### src/rtl/key_evt_pkg.sv
package key_evt_pkg;
  localparam int BYTE_W     = 8;
  localparam int ROW_SLOT_W = 16;
  localparam int BYTES_PER_ROW = ROW_SLOT_W / BYTE_W;

  // byte index within the region that carries key k
  function automatic int key_byte(input int k, input int cols);
    return (k / cols) * BYTES_PER_ROW + (((k % cols) >= BYTE_W) ? 1 : 0);
  endfunction

  typedef enum logic {TRK_IDLE, TRK_RUN} trk_state_e;
endpackage

### src/rtl/kev_burst_track.sv
module kev_burst_track
  import key_evt_pkg::*;
#(
  parameter int ADDR_W = 8,
  parameter logic [ADDR_W-1:0] BASE = 'h40,
  parameter int NBYTES = 6,
  parameter int IDX_W = 3
) (
  input  logic              clk,
  input  logic              rst_n,
  input  logic              rd_valid,
  input  logic              rd_accept,
  input  logic [ADDR_W-1:0] rd_addr,
  output logic              in_region,
  output logic [IDX_W-1:0]  beat_idx,
  output logic              beat_start,
  output logic              beat_seq,
  output logic              burst_done
);
  localparam logic [ADDR_W-1:0] NB_A = ADDR_W'(NBYTES);
  localparam logic [IDX_W-1:0]  LAST = IDX_W'(NBYTES - 1);

  trk_state_e       st;
  logic [IDX_W-1:0] exp_idx;
  logic [ADDR_W-1:0] offs;
  logic             cont;

  assign offs       = rd_addr - BASE;
  assign in_region  = (rd_addr >= BASE) && (offs < NB_A);
  assign beat_idx   = offs[IDX_W-1:0];
  assign beat_start = rd_accept && in_region && (beat_idx == '0);
  assign cont       = rd_accept && in_region && (st == TRK_RUN) &&
                      (beat_idx == exp_idx) && !beat_start;
  assign beat_seq   = beat_start || cont;
  assign burst_done = beat_seq && (beat_idx == LAST);

  always_ff @(posedge clk or negedge rst_n) begin
    if (!rst_n) begin
      st      <= TRK_IDLE;
      exp_idx <= '0;
    end else if (rd_accept) begin
      if (beat_seq && !burst_done) begin
        st      <= TRK_RUN;
        exp_idx <= beat_idx + IDX_W'(1);
      end else begin
        st      <= TRK_IDLE;
      end
    end else if ((st == TRK_RUN) && !rd_valid) begin
      st <= TRK_IDLE;
    end
  end
endmodule

### src/rtl/kev_event_latch.sv
module kev_event_latch #(
  parameter int NKEYS = 39
) (
  input  logic             clk,
  input  logic             rst_n,
  input  logic             scan_done,
  input  logic [NKEYS-1:0] scan_keys,
  input  logic             clr_en,
  input  logic [NKEYS-1:0] clr_mask,
  output logic [NKEYS-1:0] key_bits,
  output logic             irq
);
  logic [NKEYS-1:0] prev_pressed;
  logic [NKEYS-1:0] new_ev;
  logic [NKEYS-1:0] bits_n;

  assign new_ev = scan_done ? (scan_keys & ~prev_pressed) : '0;
  assign bits_n = (clr_en ? (key_bits & ~clr_mask) : key_bits) | new_ev;

  always_ff @(posedge clk or negedge rst_n) begin
    if (!rst_n) begin
      prev_pressed <= '0;
      key_bits     <= '0;
      irq          <= 1'b0;
    end else begin
      if (scan_done) prev_pressed <= scan_keys;
      key_bits <= bits_n;
      if (clr_en) irq <= |bits_n;
      else        irq <= irq | (|new_ev);
    end
  end
endmodule

### src/rtl/kev_read_mask.sv
module kev_read_mask
  import key_evt_pkg::*;
#(
  parameter int COLS  = 13,
  parameter int NKEYS = 39,
  parameter int IDX_W = 3
) (
  input  logic             clk,
  input  logic             rst_n,
  input  logic             beat_seq,
  input  logic             beat_start,
  input  logic [IDX_W-1:0] beat_idx,
  input  logic [NKEYS-1:0] key_bits,
  output logic [NKEYS-1:0] clr_mask
);
  logic [NKEYS-1:0] hit;
  logic [NKEYS-1:0] shown;

  for (genvar k = 0; k < NKEYS; k++) begin : g_hit
    localparam int KB = key_byte(k, COLS);
    assign hit[k] = beat_seq && (beat_idx == IDX_W'(KB));
  end

  assign clr_mask = (beat_start ? '0 : shown) | (key_bits & hit);

  always_ff @(posedge clk or negedge rst_n) begin
    if (!rst_n)        shown <= '0;
    else if (beat_seq) shown <= clr_mask;
  end
endmodule

### src/rtl/kev_rsp_stage.sv
module kev_rsp_stage #(
  parameter int W = 8
) (
  input  logic         clk,
  input  logic         rst_n,
  input  logic         req_valid,
  input  logic [W-1:0] req_data,
  output logic         req_ready,
  output logic         rsp_valid,
  input  logic         rsp_ready,
  output logic [W-1:0] rsp_data
);
  assign req_ready = !rsp_valid || rsp_ready;

  always_ff @(posedge clk or negedge rst_n) begin
    if (!rst_n) begin
      rsp_valid <= 1'b0;
      rsp_data  <= '0;
    end else if (req_valid && req_ready) begin
      rsp_valid <= 1'b1;
      rsp_data  <= req_data;
    end else if (rsp_ready) begin
      rsp_valid <= 1'b0;
    end
  end
endmodule

### src/rtl/key_event_bank.sv
module key_event_bank
  import key_evt_pkg::*;
#(
  parameter int ROWS   = 3,
  parameter int COLS   = 13,
  parameter int ADDR_W = 8,
  parameter logic [ADDR_W-1:0] BASE = 'h40
) (
  input  logic                   clk,
  input  logic                   rst_n,
  input  logic                   scan_done,
  input  logic [ROWS*COLS-1:0]   scan_keys,
  input  logic                   rd_valid,
  output logic                   rd_ready,
  input  logic [ADDR_W-1:0]      rd_addr,
  output logic                   rsp_valid,
  input  logic                   rsp_ready,
  output logic [BYTE_W-1:0]      rsp_data,
  input  logic                   wr_valid,
  output logic                   wr_ready,
  input  logic [ADDR_W-1:0]      wr_addr,
  input  logic [BYTE_W-1:0]      wr_data,
  output logic                   irq
);
  localparam int NKEYS  = ROWS * COLS;
  localparam int NBYTES = ROWS * BYTES_PER_ROW;
  localparam int IDX_W  = $clog2(NBYTES + 1);

  logic [NKEYS-1:0]           key_bits;
  logic [NKEYS-1:0]           clr_mask;
  logic [ROWS*ROW_SLOT_W-1:0] padded;
  logic                       rd_accept;
  logic                       in_region;
  logic [IDX_W-1:0]           beat_idx;
  logic                       beat_start;
  logic                       beat_seq;
  logic                       burst_done;
  logic [BYTE_W-1:0]          rd_byte;
  logic                       wr_unused;

  // write port: accepted and discarded
  assign wr_ready  = 1'b1;
  assign wr_unused = ^{wr_valid, wr_addr, wr_data};

  assign rd_accept = rd_valid && rd_ready;

  for (genvar r = 0; r < ROWS; r++) begin : g_row
    assign padded[r*ROW_SLOT_W +: ROW_SLOT_W] =
      {{(ROW_SLOT_W-COLS){1'b0}}, key_bits[r*COLS +: COLS]};
  end

  always_comb begin
    rd_byte = '0;
    for (int b = 0; b < NBYTES; b++) begin
      if (in_region && (beat_idx == IDX_W'(b))) rd_byte = padded[b*BYTE_W +: BYTE_W];
    end
  end

  kev_burst_track #(
    .ADDR_W(ADDR_W), .BASE(BASE), .NBYTES(NBYTES), .IDX_W(IDX_W)
  ) u_track (
    .clk(clk), .rst_n(rst_n), .rd_valid(rd_valid), .rd_accept(rd_accept),
    .rd_addr(rd_addr), .in_region(in_region), .beat_idx(beat_idx),
    .beat_start(beat_start), .beat_seq(beat_seq), .burst_done(burst_done)
  );

  kev_read_mask #(
    .COLS(COLS), .NKEYS(NKEYS), .IDX_W(IDX_W)
  ) u_mask (
    .clk(clk), .rst_n(rst_n), .beat_seq(beat_seq), .beat_start(beat_start),
    .beat_idx(beat_idx), .key_bits(key_bits), .clr_mask(clr_mask)
  );

  kev_event_latch #(
    .NKEYS(NKEYS)
  ) u_latch (
    .clk(clk), .rst_n(rst_n), .scan_done(scan_done), .scan_keys(scan_keys),
    .clr_en(burst_done), .clr_mask(clr_mask), .key_bits(key_bits), .irq(irq)
  );

  kev_rsp_stage #(
    .W(BYTE_W)
  ) u_rsp (
    .clk(clk), .rst_n(rst_n), .req_valid(rd_valid), .req_data(rd_byte),
    .req_ready(rd_ready), .rsp_valid(rsp_valid), .rsp_ready(rsp_ready),
    .rsp_data(rsp_data)
  );
endmodule

### config.mk
export PLATFORM = sky130hd
export DESIGN_NAME = key_event_bank
export DESIGN_NICKNAME = d
export VERILOG_FILES = /design/src/rtl/key_evt_pkg.sv /design/src/rtl/kev_burst_track.sv /design/src/rtl/kev_event_latch.sv /design/src/rtl/kev_read_mask.sv /design/src/rtl/kev_rsp_stage.sv /design/src/rtl/key_event_bank.sv
export SDC_FILE = /design/constraint.sdc
export NUM_CORES = 1
export LEC_CHECK = 0
export BUFFER_PORTS_ARGS = -buffer_cell sky130_fd_sc_hd__buf_2
export CAP_MARGIN = 20
export CORE_ASPECT_RATIO = 1.5
export CORE_MARGIN = 2
export CORE_UTILIZATION = 52
export DETAILED_ROUTE_END_ITERATION = 10
export PLACE_DENSITY = 0.76
export RECOVER_POWER = 100
export SYNTH_ARGS = -nofsm -noshare
export SYNTH_HDL_FRONTEND = slang
export SYNTH_SLANG_ARGS = --single-unit
### constraint.sdc
create_clock -name clk -period 3.2 [get_ports clk]
set_clock_uncertainty 0.1 [all_clocks]
set_input_delay 0.48 -clock clk [delete_from_list [all_inputs] [get_ports clk]]
set_output_delay 0.48 -clock clk [all_outputs]
set_load 0.02 [all_outputs]
# After elaboration in Yosys (flattened, before gate mapping)

Cells that the tools add are included.

Register bits after elaboration: 131
Output and inout port bits: 12
Word-level logic and storage cells: 74

$add $sub $neg: 2
$lt $le $gt $ge: 2
Eq/ne operators: 6
Muxes and demuxes: 15
Bitwise gates (word level): 8
Reductions and logical operators: 33

Operators with widths:

| cell                                                | number |
|---|---|
| AND 39 bit                                          | 3 |
| two-way mux 39 bit                                  | 3 |
| NOT 39 bit                                          | 2 |
| OR 39 bit                                           | 2 |
| OR reduction 39 bit                                 | 2 |
| two-way mux 8 bit                                   | 6 |
| logical AND 1 bit                                   | 21 |
| >= comparator 8 x 7 -> 1 bit, second input constant | 1 |
| < comparator 8 x 3 -> 1 bit, second input constant  | 1 |
| subtractor 8 x 7 -> 8 bit, second input constant    | 1 |
| == test 3 x 2 -> 1 bit, second input constant       | 2 |
| == test 3 bit, second input constant                | 2 |
| two-way mux 1 bit                                   | 6 |
| zero test 1 bit                                     | 4 |
| nonzero test 2 bit                                  | 2 |
| adder 3 x 1 -> 3 bit, second input constant         | 1 |
| == test 3 x 1 -> 1 bit, second input constant       | 1 |
| == test 3 bit                                       | 1 |
| zero test 3 bit                                     | 1 |
| logical OR 1 bit                                    | 2 |
| AND reduction 2 bit                                 | 1 |
| OR 1 bit                                            | 1 |

# Logic depth before layout (Yosys ltp)

Depth in word-level cells: 17
Gate-level depth with buffers: 13
Mapped depth without buffers: 10

# By module

Synthesis repeated with hierarchy kept, for this count alone.

Cell total of the unflattened synthesis: 537
Area total of the unflattened synthesis: 6,357.3 um2

By module, submodules not included:

| module          | instances | cells each | area an instance (um2) |
|---|---|---|---|
| kev_event_latch | 1         | 281        | 3,415.8 |
| kev_read_mask   | 1         | 141        | 1,850.5 |
| kev_rsp_stage   | 1         | 20         | 385.4 |
| key_event_bank  | 1         | 63         | 374.1 |
| kev_burst_track | 1         | 32         | 331.6 |

# Worst setup path before layout

Ideal clock, no wire load.

Kind: in2reg
Start point: input rd_addr[1]
End point: register u_latch.irq
Setup time: 0.124 ns
Data arrival time: 3.316 ns
Required time: 2.976 ns
Setup slack: -0.340 ns
Stages: 11
Path buffers: 1
Path through: inv_1 ha_1 clkbuf_2 and2b_1 nand4b_4 nor3_4 a41oi_2 or4_1 or4b_1 or4b_1 o31a_1

Longest elaborated chain between the ends: 17
Elaborated cells on any way between the ends: 33
Those cells by class: add/sub (1); order compare (2); eq/ne (6); mux (3); bitwise (5); reduce/logical (16)

Ends and longest elaborated chain:

| element                                                     | line                                         | RTL |
|---|---|---|
| from (decl)                                                 | key_event_bank.sv:15                         | `input logic [ADDR_W-1:0] rd_addr,` |
| subtractor 8 x 7 -> 8 bit                                   | kev_burst_track.sv:28                        | `assign offs = rd_addr - BASE;` |
| < comparator 8 x 3 -> 1 bit                                 | kev_burst_track.sv:29                        | `assign in_region = (rd_addr >= BASE) && (offs < NB_A);` |
| logical AND 1 bit                                           | kev_burst_track.sv:29                        |  |
| logical AND 1 bit                                           | kev_burst_track.sv:31, kev_burst_track.sv:32 |  |
| logical AND 1 bit, on equally long branches                 | kev_burst_track.sv:32, kev_burst_track.sv:31 |  |
| logical AND 1 bit / zero test 1 bit (equally long branches) | kev_burst_track.sv:32, kev_burst_track.sv:33 |  |
| logical AND 1 bit                                           | kev_burst_track.sv:33                        | `(beat_idx == exp_idx) && !beat_start;` |
| logical OR 1 bit                                            | kev_burst_track.sv:34                        | `assign beat_seq = beat_start \|\| cont;` |
| [... 2 more ...]                                            | --                                           |  |
| OR 39 bit                                                   | kev_read_mask.sv:24                          | `assign clr_mask = (beat_start ? '0 : shown) \| (key_bits & hit);` |
| NOT 39 bit                                                  | kev_event_latch.sv:18                        | `assign bits_n = (clr_en ? (key_bits & ~clr_mask) : key_bits) \| new_ev;` |
| AND 39 bit                                                  | kev_event_latch.sv:18                        |  |
| two-way mux 39 bit (*)                                      | kev_event_latch.sv:18                        |  |
| OR 39 bit (*)                                               | kev_event_latch.sv:18                        |  |
| net u_latch.bits_n[10]                                      | kev_event_latch.sv:15                        | `logic [NKEYS-1:0] bits_n;` |
| OR reduction 39 bit (*)                                     | kev_event_latch.sv:28                        | `if (clr_en) irq <= \|bits_n;` |
| two-way mux 1 bit (*)                                       | kev_event_latch.sv:28                        |  |
| to (signal assigned)                                        | kev_event_latch.sv:28                        |  |
| to (signal assigned)                                        | kev_event_latch.sv:29                        | `else irq <= irq \| (\|new_ev);` |
| to (decl)                                                   | kev_event_latch.sv:11                        | `output logic irq` |

Mark *: on every way through the listed nets, which the timed path passes. The rest lies on a longest branch.
A chain may end at the register's enable or synchronous reset.

# Worst setup path in the final report

Start point: register u_track.exp_idx[1]
End point: register u_latch.irq

Longest elaborated chain between the ends: 13
Elaborated cells on any way between the ends: 18
Those cells by class: eq/ne (1); mux (2); bitwise (5); reduce/logical (10)

Ends and longest elaborated chain:

| element                 | line                  | RTL |
|---|---|---|
| from (decl)             | kev_burst_track.sv:24 | `logic [IDX_W-1:0] exp_idx;` |
| from (signal assigned)  | kev_burst_track.sv:44 | `exp_idx <= beat_idx + IDX_W'(1);` |
| == test 3 bit (*)       | kev_burst_track.sv:33 |  |
| logical AND 1 bit (*)   | kev_burst_track.sv:32 | `assign cont = rd_accept && in_region && (st == TRK_RUN) &&` |
| logical AND 1 bit (*)   | kev_burst_track.sv:33 |  |
| logical OR 1 bit (*)    | kev_burst_track.sv:34 |  |
| logical AND 1 bit       | kev_read_mask.sv:21   | `assign hit[k] = beat_seq && (beat_idx == IDX_W'(KB));` |
| AND 39 bit              | kev_read_mask.sv:24   |  |
| OR 39 bit               | kev_read_mask.sv:24   |  |
| NOT 39 bit              | kev_event_latch.sv:18 |  |
| AND 39 bit              | kev_event_latch.sv:18 |  |
| two-way mux 39 bit (*)  | kev_event_latch.sv:18 |  |
| OR 39 bit (*)           | kev_event_latch.sv:18 |  |
| net u_latch.bits_n[9]   | kev_event_latch.sv:15 |  |
| OR reduction 39 bit (*) | kev_event_latch.sv:28 |  |
| two-way mux 1 bit (*)   | kev_event_latch.sv:28 |  |

Marked as above.

==> impl_metrics.tcl <==
set metrics [dict create \
    hold_path_end "u_latch.prev_pressed[31]" \
    yosys_most_used_dff "dfrtp_1" \
    cts.clk_slew.worst_paths_ns 0.06 \
    worst_r2r_path_depth 9 \
    reg2reg_slack_ns -0.06 \
    violations "max-capacitance violations, max-slew violations, negative setup slack" \
    slew_violations 34 \
    clockBufferDepth 2 \
    place_hpwl_mm 11.2 \
    min_from "scan_keys[31]" \
    status "complete, but fails checks" \
    die_w_um 91.1 \
    worstReg2RegStart "u_track.exp_idx[1]" \
    vias_per_cell 5.95 \
    grt_pass1_wl_mm 25.2 \
    max_slew_margin_pct -22.7 \
    fin_crit_ns 3.26 \
    max_freq_ghz 0.307 \
    pre_cts_ws_ns -0.450 \
    ys_types 58 \
    utilization_pct 65.4 \
    cts-root-buf "clkbuf_16" \
    hold_path.class "in2reg" \
    drive_above_1_share_pct 27.1 \
    powerDensity_mw_per_mm2 529 \
    hold_violations 0 \
    dieHeight_um 135 \
    yosys-top-cells-area "dfrtp_1 53%, mux2_2 6.8%, o21ai_0 5.7%" \
    drv_cap 1 \
    leakage_nw 3.31 \
    vias 4835 \
    diodes 0 \
    grt_start_max_net_pins 62 \
    min_path_cells 2 \
    finalCritPeriodShare_pct 102 \
    drcViolationCount 0 \
    ant_nets 0 \
    routabilityCongestion 0.908 \
    area_growth_pct 22.2 \
    die_area_sq_mm 0.0123 \
    setup_violations 1 \
    final_nets 726 \
    design_area_sq_mm 0.00724 \
    crit_type "reg2reg" \
    async_flop_share_pct 100 \
    grt_util_all_layers_pct 26.5 \
    setup_tns_ns -0.0568 \
    layout.cells.most_common_list "126 x dfrtp_1, 66 x o21ai_0, 57 x nand2_1" \
    clk_latency_ns 0.41 \
    initial_core_util_pct 53.6 \
    critPathCaptureType "flip-flop" \
    r2r_end "u_latch.irq" \
    cts_buffers 17 \
    syn_area_sq_mm 0.00592 \
    port_buffers 62 \
    worstPathMaxFanout 23 \
    dpl_cell_area_sq_mm 0.00667 \
    grt_overflow 0 \
    htreeDepth 4 \
    grt_pass1_vias 5101 \
    core_sq_mm 0.0111 \
    ys_warn_count 0 \
    syn_nets 626 \
    synth_edf_count 0 \
    required_ns 3.39 \
    netlist.area_leader.share_pct 53.2 \
    core.rowCount 47 \
    worst_slew_pin_slew_ns 1.84 \
    cts_sinks 126 \
    ys_seq_elements 126 \
    cts_tree "yes" \
    grt_setup_unrepaired "yes" \
    setup_ws_ns -0.0568 \
    syn_inst 552 \
    avgRoutedWirePerCell_um 19.0 \
    syn_area_per_cell_sq_um 10.7 \
    start_kind "flip-flop" \
    ir_drop_mv 0.441 \
    antenna_found_initial 0 \
    cp_data_arrival_time_ns 3.45 \
    drtIter0Drc 382 \
    synth_seq_area_share_pct 53.2 \
    ios 81 \
    final_common_cell "dfrtp_1" \
    yosysTopAreaCell "dfrtp_1" \
    dr.pass1.iters 5 \
    totalWireLength_mm 15.4 \
]
-- synth_stat cells (8+ instances only) --
library cell	instances
a211oi_1	8
a21oi_1	18
a22o_1	18
a31o_2	8
clkbuf_1	24
dfrtp_1	126
inv_1	27
mux2_2	36
nand2_1	57
nand3_1	8
nand3b_1	24
nand4_1	8
nor2_1	12
nor2b_1	15
o21ai_0	67
-- routing by layer --
| layer | GRT usage, % | part of all wire (%) | vias up |
|---|---|---|---|
| met5 | 0 | 0 | - |
| met3 | 5.41 | 4.8 | 54 |
| met2 | 47.7 | 53 | 192 |
| met4 | 13.7 | 4.7 | 0 |
| li1 | - | - | 2206 |
| met1 | 29.6 | 38 | 2383 |
-- how the worst max path moves through the flow --
| stage | endpoint | slack (ns) | depth (start not counted) | from |
|---|---|---|---|---|
| finish | u_latch.irq | -0.06 | 9 | u_track.exp_idx[1] |
| global route | u_latch.irq | -0.18 | 8 | u_track.exp_idx[0] |
| CTS | u_latch.irq | -0.05 | 9 | u_track.exp_idx[0] |
| detailed placement | u_latch.irq | -0.45 | 10 | rd_addr[3] |
| floorplan | u_latch.irq | -0.34 | 11 | rd_addr[1] |
| global placement | u_latch.irq | -0.45 | 10 | rd_addr[3] |
-- kinds of logic after synthesis --
family | share of synthesized area [%]
XOR/XNOR | 0.296
buffers and inverters | 3.84
flip-flops | 53.2
adder cells (fa/ha/maj) | 1.06
AO/OA/AOI/OAI | 18.8
multiplexers | 7.52
other | 0.0633
AND/OR/NAND/NOR | 15.2
-- per-stage QoR --
| step | total power, mW | instances | hold slack [ns] |
|---|---|---|---|
| 6_report | 3.83 | 812 | 0.210 |
| 5_1_grt | 3.96 | 812 | 0.204 |
| 4_1_cts | 3.85 | 812 | 0.201 |
| 3_5_place_dp | 2.00 | 778 | 0.355 |
| 3_3_place_gp | 1.99 | 778 | 0.350 |
| 2_1_floorplan | 1.86 | 552 | 0.0844 |
-- state kept, by name, summed over array words and instances, names as in the netlist --
signal                count
u_latch.key_bits         39
u_latch.prev_pressed     39
u_mask.shown             34
u_rsp.rsp_data            8
u_track.exp_idx           3
u_latch.irq               1
u_rsp.rsp_valid           1
u_track.st                1
-- power by group --
group,internal [mW],switching (mW),total [mW]
clock,1.17,0.688,1.85
sequential,1.66,0.0301,1.69
combinational,0.127,0.158,0.285
total,2.95,0.876,3.83
-- timing repair --
item | in CTS | in global routing
hold buffers | 1 | 0
setup endpoints to repair | 1 | 1
pin swaps | 3 | 0
endpoints found under the hold margin | 32 | 0
setup buffers | 1 | 0
resized for setup | 1 | 0
-- worst max-delay path, cell delays in order, from the launching register on --
cell and delay [ns]:
dfrtp_1 0.39, xnor2_1 0.17, nand4b_1 0.21, nor3_4 0.32, buf_4 0.34, a41oi_1 0.21
nor2_1 0.18, or4b_1 0.45, or4b_1 0.50, o31a_1 0.25
-- cell type report --
cell class | instances | area [sq um]
Inverter | 27 | 101
Clock buffer | 23 | 498
Clock inverter | 9 | 83.8
Sequential cell | 126 | 3150
Fill cell | 926 | 3820
Multi-Input combinational cell | 368 | 2540
Tap cell | 147 | 184
Timing Repair Buffer | 112 | 673
Note: power is estimated with default switching activity, not from simulation.
